===== src/rtl/aws_pkg.sv =====
package aws_pkg;
  localparam int unsigned ADDR_W = 2;
  localparam logic [ADDR_W-1:0] ADDR_LOW  = 2'd0;
  localparam logic [ADDR_W-1:0] ADDR_HIGH = 2'd1;
  localparam logic [ADDR_W-1:0] ADDR_CFG  = 2'd2;

  // strobes from control to datapath; all are gated off by restore
  typedef struct packed {
    logic restore;
    logic wrLow;
    logic wrHigh;
    logic rdHigh;
    logic wrCfg;
    logic txTake;
    logic rxLoad;
  } stb_t;
endpackage


===== src/rtl/aws_ctrl.sv =====
module aws_ctrl
  import aws_pkg::*;
(
  input  logic              clk,
  input  logic              rstN,
  input  logic              lpRestore,
  input  logic [ADDR_W-1:0] busAddr,
  input  logic              busWr,
  input  logic              busRd,
  input  logic              txTake,
  input  logic              rxLoad,
  output stb_t              stb,
  output logic              txFull,
  output logic              txIrq,
  output logic              rxFull,
  output logic              rxIrq
);
  logic live;
  assign live = !lpRestore;

  always_comb begin
    stb.restore = lpRestore;
    stb.wrLow   = live && busWr && (busAddr == ADDR_LOW);
    stb.wrHigh  = live && busWr && (busAddr == ADDR_HIGH);
    stb.rdHigh  = live && busRd && (busAddr == ADDR_HIGH);
    stb.wrCfg   = live && busWr && (busAddr == ADDR_CFG);
    stb.txTake  = live && txTake;
    stb.rxLoad  = live && rxLoad;
  end

  // transmit side flags: high write beats shifter take
  always_ff @(posedge clk or negedge rstN) begin
    if (!rstN) begin
      txFull <= 1'b0;
      txIrq  <= 1'b0;
    end else if (stb.restore) begin
      txFull <= 1'b0;
      txIrq  <= 1'b0;
    end else if (stb.wrHigh) begin
      txFull <= 1'b1;
      txIrq  <= 1'b0;
    end else if (stb.txTake && txFull) begin
      txFull <= 1'b0;
      txIrq  <= 1'b1;
    end
  end

  // receive side flags: new sample beats high read
  always_ff @(posedge clk or negedge rstN) begin
    if (!rstN) begin
      rxFull <= 1'b0;
      rxIrq  <= 1'b0;
    end else if (stb.restore) begin
      rxFull <= 1'b0;
      rxIrq  <= 1'b0;
    end else if (stb.rxLoad) begin
      rxFull <= 1'b1;
      rxIrq  <= 1'b1;
    end else if (stb.rdHigh) begin
      rxFull <= 1'b0;
      rxIrq  <= 1'b0;
    end
  end

  a_r4_high_write_fills: assert property (@(posedge clk) disable iff (!rstN)
    (busWr && busAddr == ADDR_HIGH && !lpRestore) |=> (txFull && !txIrq));

  a_r5_take_empties: assert property (@(posedge clk) disable iff (!rstN)
    (txTake && txFull && !lpRestore && !(busWr && busAddr == ADDR_HIGH))
      |=> (!txFull && txIrq));

  a_r6_rx_flags_set: assert property (@(posedge clk) disable iff (!rstN)
    (rxLoad && !lpRestore) |=> (rxFull && rxIrq));

  a_r7_high_read_clears: assert property (@(posedge clk) disable iff (!rstN)
    (busRd && busAddr == ADDR_HIGH && !rxLoad && !lpRestore) |=> (!rxFull && !rxIrq));

  a_r8_flags_hold: assert property (@(posedge clk) disable iff (!rstN)
    (!lpRestore && !rxLoad && !txTake && busAddr != ADDR_HIGH)
      |=> $stable({txFull, txIrq, rxFull, rxIrq}));

  a_r10_flags_restore: assert property (@(posedge clk) disable iff (!rstN)
    lpRestore |=> ({txFull, txIrq, rxFull, rxIrq} == 4'b0000));
endmodule


===== src/rtl/aws_dpath.sv =====
module aws_dpath
  import aws_pkg::*;
#(
  parameter int unsigned BYTE_W   = 8,
  parameter int unsigned WS_W     = 5,
  parameter int unsigned WS_RESET = 15
) (
  input  logic                clk,
  input  logic                rstN,
  input  stb_t                stb,
  input  logic [ADDR_W-1:0]   busAddr,
  input  logic [BYTE_W-1:0]   wrData,
  input  logic [2*BYTE_W-1:0] rxSample,
  output logic [BYTE_W-1:0]   rdData,
  output logic [2*BYTE_W-1:0] txSample,
  output logic [WS_W-1:0]     wordSizeM1
);
  localparam int unsigned SAMPLE_W = 2 * BYTE_W;
  localparam logic [WS_W-1:0] WS_INIT = WS_RESET[WS_W-1:0];

  logic [BYTE_W-1:0]   lowStage;
  logic                lowSeen;
  logic [SAMPLE_W-1:0] txBuf;
  logic [SAMPLE_W-1:0] rxBuf;
  logic [WS_W-1:0]     wordSize;
  logic [BYTE_W-1:0]   commitLow;

  assign commitLow = lowSeen ? lowStage : '0;

  // low-byte staging and its seen flag
  always_ff @(posedge clk or negedge rstN) begin
    if (!rstN) begin
      lowStage <= '0;
      lowSeen  <= 1'b0;
    end else if (stb.restore) begin
      lowStage <= '0;
      lowSeen  <= 1'b0;
    end else if (stb.wrLow) begin
      lowStage <= wrData;
      lowSeen  <= 1'b1;
    end else if (stb.wrHigh) begin
      lowSeen  <= 1'b0;
    end
  end

  // committed transmit sample
  always_ff @(posedge clk or negedge rstN) begin
    if (!rstN)            txBuf <= '0;
    else if (stb.restore) txBuf <= '0;
    else if (stb.wrHigh)  txBuf <= {wrData, commitLow};
  end

  // receive buffer
  always_ff @(posedge clk or negedge rstN) begin
    if (!rstN)            rxBuf <= '0;
    else if (stb.restore) rxBuf <= '0;
    else if (stb.rxLoad)  rxBuf <= rxSample;
  end

  // word size configuration
  always_ff @(posedge clk or negedge rstN) begin
    if (!rstN)            wordSize <= WS_INIT;
    else if (stb.restore) wordSize <= WS_INIT;
    else if (stb.wrCfg)   wordSize <= wrData[WS_W-1:0];
  end

  always_comb begin
    rdData = '0;
    unique case (busAddr)
      ADDR_LOW:  rdData = rxBuf[BYTE_W-1:0];
      ADDR_HIGH: rdData = rxBuf[SAMPLE_W-1:BYTE_W];
      ADDR_CFG:  rdData[WS_W-1:0] = wordSize;
      default:   rdData = '0;
    endcase
  end

  assign txSample   = txBuf;
  assign wordSizeM1 = wordSize;

  a_r2_staged_commit: assert property (@(posedge clk) disable iff (!rstN)
    (stb.wrHigh && lowSeen) |=> (txSample[BYTE_W-1:0] == $past(lowStage)));

  a_r3_low_zeroed: assert property (@(posedge clk) disable iff (!rstN)
    (stb.wrHigh && !lowSeen) |=> (txSample[BYTE_W-1:0] == '0));

  a_r6_rx_capture: assert property (@(posedge clk) disable iff (!rstN)
    stb.rxLoad |=> (rxBuf == $past(rxSample)));

  a_r9_cfg_hold: assert property (@(posedge clk) disable iff (!rstN)
    (!stb.wrCfg && !stb.restore) |=> $stable(wordSizeM1));

  a_r10_data_restore: assert property (@(posedge clk) disable iff (!rstN)
    stb.restore |=> (txSample == '0 && rxBuf == '0 && wordSizeM1 == WS_INIT && !lowSeen));
endmodule


===== src/rtl/audio_word_stage.sv =====
module audio_word_stage
  import aws_pkg::*;
#(
  parameter int unsigned BYTE_W   = 8,
  parameter int unsigned WS_W     = 5,
  parameter int unsigned WS_RESET = 15
) (
  input  logic                clk,
  input  logic                rstN,
  input  logic                lpRestore,
  input  logic [ADDR_W-1:0]   busAddr,
  input  logic                busWr,
  input  logic                busRd,
  input  logic [BYTE_W-1:0]   wrData,
  output logic [BYTE_W-1:0]   rdData,
  input  logic                txTake,
  output logic [2*BYTE_W-1:0] txSample,
  output logic                txFull,
  output logic                txIrq,
  input  logic                rxLoad,
  input  logic [2*BYTE_W-1:0] rxSample,
  output logic                rxFull,
  output logic                rxIrq,
  output logic [WS_W-1:0]     wordSizeM1
);
  stb_t stb;

  aws_ctrl u_ctrl (
    .clk       (clk),
    .rstN      (rstN),
    .lpRestore (lpRestore),
    .busAddr   (busAddr),
    .busWr     (busWr),
    .busRd     (busRd),
    .txTake    (txTake),
    .rxLoad    (rxLoad),
    .stb       (stb),
    .txFull    (txFull),
    .txIrq     (txIrq),
    .rxFull    (rxFull),
    .rxIrq     (rxIrq)
  );

  aws_dpath #(
    .BYTE_W   (BYTE_W),
    .WS_W     (WS_W),
    .WS_RESET (WS_RESET)
  ) u_dpath (
    .clk        (clk),
    .rstN       (rstN),
    .stb        (stb),
    .busAddr    (busAddr),
    .wrData     (wrData),
    .rxSample   (rxSample),
    .rdData     (rdData),
    .txSample   (txSample),
    .wordSizeM1 (wordSizeM1)
  );
endmodule


===== config.mk =====
export PLATFORM = sky130hd
export DESIGN_NAME = audio_word_stage
export DESIGN_NICKNAME = d
export VERILOG_FILES = /design/src/rtl/aws_pkg.sv /design/src/rtl/aws_ctrl.sv /design/src/rtl/aws_dpath.sv /design/src/rtl/audio_word_stage.sv
export SDC_FILE = /design/constraint.sdc
export NUM_CORES = 1
export LEC_CHECK = 0
export ABC_AREA = 1
export ABC_CLOCK_PERIOD_IN_PS = 1430
export BUFFER_PORTS_ARGS = -buffer_cell sky130_fd_sc_hd__buf_2
export CAP_MARGIN = 20
export CORE_MARGIN = 2
export CORE_UTILIZATION = 35
export CTS_CLUSTER_DIAMETER = 150
export DETAILED_ROUTE_END_ITERATION = 10
export HOLD_SLACK_MARGIN = 0.03
export PLACE_DENSITY = 0.62
export SLEW_MARGIN = 20
export SYNTH_ARGS = -nofsm -noshare
export SYNTH_HDL_FRONTEND = slang
export SYNTH_SLANG_ARGS = --single-unit

===== constraint.sdc =====
create_clock -name clk -period 1.43 [get_ports clk]
set_input_delay 0.0715 -clock clk [delete_from_list [all_inputs] [get_ports clk]]
set_output_delay 0.0715 -clock clk [all_outputs]
set_load 0.05 [all_outputs]

# After elaboration in Yosys (flattened, before gate mapping)
# Cells that the tools add are included.
# classes
addsub,0
n_mul,0
div_mod_pow,0
n_lt_le_gt_ge,0
eq_ne,2
shifts,0
muxes,23
n_bitwise,0
reduce_logical,18
# ops
operator,n
$mux W16,4
$mux W8,3
$pmux W5 S3,1
$mux W1,12
$mux W5,2
$logic_and A1 B1 Y1,9
$reduce_bool A3 Y1,3
$reduce_bool A2 Y1,4
$pmux W3 S2,1
$eq A2 B1 Y1 const B,1
$eq A2 B2 Y1 const B,1
$logic_not A2 Y1,1
$logic_not A1 Y1,1
# word_totals
reg_bits,49
latch_bits,0
mem_bits_rw,0
mem_bits_ro,0
in_bits,33
output_inout_bits,33
wordCells,51
mem_count,0

# Depth between registers and ports, before layout
# logic_depth
word_depth,6
ltp_mapped,6
depth_no_buf,6

# Modules after synthesis
# From an unflattened synthesis, not the netlist that was laid out.
# hier_totals
cells_unflattened,256
hier_area_um2,2232.1
# modules_own_cells
module,instances,cells_each,area_each_um2,seq_area_each_um2
aws_dpath,1,224,2033.2,1156.1
aws_ctrl,1,32,198.9,75.1

# Least setup slack after synthesis
# OpenSTA, ideal clock, no wires.
# synth_path
kind,register -> output
start,register u_dpath.wordSize[0] (netlist: u_dpath.wordSizeM1[0])
end,output port rdData[0]
arrival_time_ps,1209
required_ps,1359
path_slack_ps,150
path_stages_with_launch,3
path_cell_list,dfstp_2 nand2_1 o211ai_1
# synth_via
elab_chain_len,1
# synth_rtl
element,line,rtl
"start, declared",aws_dpath.sv:25,logic [WS_W-1:0] wordSize;
"start signal, assigned",aws_dpath.sv:64,else if (stb.wrCfg) wordSize <= wrData[WS_W-1:0];
$pmux W5 S3,aws_dpath.sv:69,unique case (busAddr)
"end, declared",audio_word_stage.sv:15,"output logic [BYTE_W-1:0] rdData,"
# No other way between the ends.

# Worst setup path in the final report
# Same ends and word-level chain as after synthesis.

==> results.toml <==
[floorplanning]
rows = 29
dieArea_um2 = 7048
die_w_um = 83.95
die_h_um = 83.95
initial_core_util = 0.3564
io_pins = 66
core_area_um2 = 6277

[critical_path]
r2r_slack_ns = 0.55
cp-start-kind = "flip-flop"
crit_type = "reg -> out"
path_max_fanout = 3
crit_path_end_kind = "primary output"
cp.arrival_ns = 1.28
required_ns = 1.36

[placement]
hpwlAfterDp_mm = 4.012
dp_cells = 399
portBuffers = 65
gp_congestion = 0.8317

[power]
p_sw_uw = 853.8
comb_power_share = 0.191
p_int_uw = 1967
p_per_area_nw_per_um2 = 943.7
clock_power_share = 0.281
swShare = 0.3027
fin_total_pwr_uw = 2821
p_seq_frac = 0.529
p_leak_uw = 0.001653
ir_drop_mv = 0.3738

[final_layout]
nFillCells = 609
diodes = 0
post_route_cells_drive_above_1_share = 0.2669
syn_to_final_growth_pct = 33.61
stdcell_count = 433
post-route-util = 0.4762
fin_nets = 388

[timing]
min_period_over_period = 0.9479
hold_viol_final = 0
worst_slew_pin_slew_ns = 0.4547
setup_violations = 0
relSlewSlack = 0.6968
fin_setup_tns_ns = 0
hold_ws_ns = 0.02227
fin_crit_ns = 1.355
skew_ns = 0.003953
rsz0062_at_grt = "false"
fmax_mhz = 737.8
final-max-slew-violation-count = 0

[global_routing]
grt_max_degree = 29
grt_pass1_wl_mm = 9.356
grt_pass1_vias = 1922
antenna_found_initial = 0
track_usage = 0.1663
overflow = 0

[detailed_routing]
num_vias = 2027
drc = 0
dr.pass1.iters = 4
drtIter0Drc = 123
routed_wl_mm = 5.732
ant_nets = 0
wire_per_inst_um = 13.24
vias_per_cell = 4.681

[logic_synthesis]
synthCells = 265
synth_area_leader_cell = "dfrtp_1"
synthFlopType = "dfrtp_1"
synth_area_leaders = "dfrtp_1 50%, nand2_1 13%, nand3_1 11%, dfstp_2 4.7%, inv_1 4.7%"
synth_area_um2 = 2237
syn_nets = 298
synth_edf_count = 0
synth.distinct_cells = 24
yosysSeqAreaShare = 0.5503
yosys_warnings = 0
postSynthAreaPerCell_um2 = 8.442
synthArstFlopShare = 1.000
synth.top_cell.area_share = 0.5034
synth-seq-cells = 49

[status]
status = "finished, final reports clean"

[clock_tree]
cts_buffers = 5
tritoncts = "built"
cts_root_buf = "clkbuf_8"
cts_buffer_depth = 2
clock-sinks = 49
post_cts_buffers = 0
clock_latency_ns = 0.30
path_clk_slew_ns = 0.09
cts_htree_levels = 2

[run]
drv_cap = 0

[min_path]
min-delay-path-class = "in -> reg"
worst paths after layout:
path / startpoint / endpoint / cells after the start
worst max-delay path: u_dpath.wordSizeM1[0] / rdData[0] / 3
worst min-delay path: rxSample[4] / u_dpath.rxBuf[4] / 3
worst max register to register: u_dpath.lowSeen / u_dpath.txSample[7] / 4
worst min register to register: u_dpath.txSample[1] / u_dpath.txSample[1] / 2
max in group asynchronous: rstN / u_dpath.wordSizeM1[1] / 3
min in group asynchronous: rstN / u_dpath.rxBuf[3] / 2
worst max-delay path, stage by stage, from the launching register on:
cell and delay, ns:
dfstp_2 0.56, nand2_1 0.06, o211ai_1 0.07, buf_2 0.29
what timing repair did:
action / in CTS / in global routing
endpoints found under the hold margin: 68 / 0
hold buffers: 26 / 0
gates resized for setup: 0 / 1
setup endpoints to repair: 0 / 1
per-stage QoR:
step           area, um^2  setup slack, ns
2_1_floorplan        2237           0.1499
3_3_place_gp         2640           0.2640
4_1_cts              2987          0.05666
6_report             2989          0.07457
3_5_place_dp         2640           0.2321
5_1_grt              2989          0.02114
power groups by stage:
| stage | clock [uW] | combinational, uW | sequential, uW |
|---|---|---|---|
| after CTS | 819 | 539 | 1490 |
| after floorplan | 0 | 227 | 1600 |
| final | 791 | 538 | 1490 |
| after global routing | 873 | 587 | 1500 |
| after detailed placement | 0 | 486 | 1520 |
| after global placement | 0 | 481 | 1520 |
metal layers:
metal | GRT usage | vias up | routed length [um]
met4 | 0.05425 | 0 | 89
met1 | 0.2317 | 936 | 2772
met2 | 0.2560 | 45 | 2651
met5 | 0 | - | 0
met3 | 0.03956 | 8 | 218
li1 | - | 1038 | -
cells in the mapped netlist, types with 2 or more instances:
library cell / instances
nand2_2: 3
dfstp_2: 4
nand4_1: 8
buf_2: 7
inv_1: 28
o211ai_1: 5
nand2_1: 75
inv_2: 2
o21ai_0: 15
o22ai_1: 3
dfrtp_1: 45
nor2_2: 2
clkbuf_1: 3
buf_4: 2
nand3_1: 49
nor2_1: 3
or2_2: 4
flip-flops by register name, indices dropped and copies added (netlist names):
signal,count
u_ctrl.rxFull,1
u_ctrl.txFull,1
u_ctrl.txIrq,1
u_dpath.lowSeen,1
u_dpath.lowStage,8
u_dpath.rxBuf,16
u_dpath.txSample,16
u_dpath.wordSizeM1,5
cell type report:
cell class / instances / area [um^2] / area share
inverters: 30 / 112.6 / 0.03767
repair buffers: 97 / 645.6 / 0.2160
flip-flops and latches: 49 / 1231 / 0.4119
clock buffers: 5 / 68.82 / 0.02302
multi-input cells: 172 / 817.0 / 0.2733
clock inverters: 3 / 17.52 / 0.005860
well taps: 77 / 96.34 / 0.03223
kinds of logic (layout without fill, tap and decap cells):
group                  Yosys count  after routing  share of synthesized area
buffers and inverters           44            135                    0.08445
and+or+nand+nor                147            147                     0.3020
DFF                             49             49                     0.5503
AOI/OAI and AO/OA               25             25                    0.06320
placed cells by master (no fill, tap or decap), drive strengths merged:
cell type / netlist / final
dfstp: 4 / 4
a21oi: 1 / 1
clkinvlp: 0 / 1
nand2: 78 / 78
o22ai: 3 / 3
nand3: 49 / 49
dfrtp: 45 / 45
or2: 5 / 5
dlygate4sd3: 0 / 26
nor3: 1 / 1
clkinv: 0 / 2
clkbuf: 3 / 6
inv: 30 / 30
o21ai: 16 / 16
buf: 11 / 70
nand4: 8 / 8
o211ai: 5 / 5
nor2: 6 / 6
No activity file was read; power rests on OpenSTA's default activity.
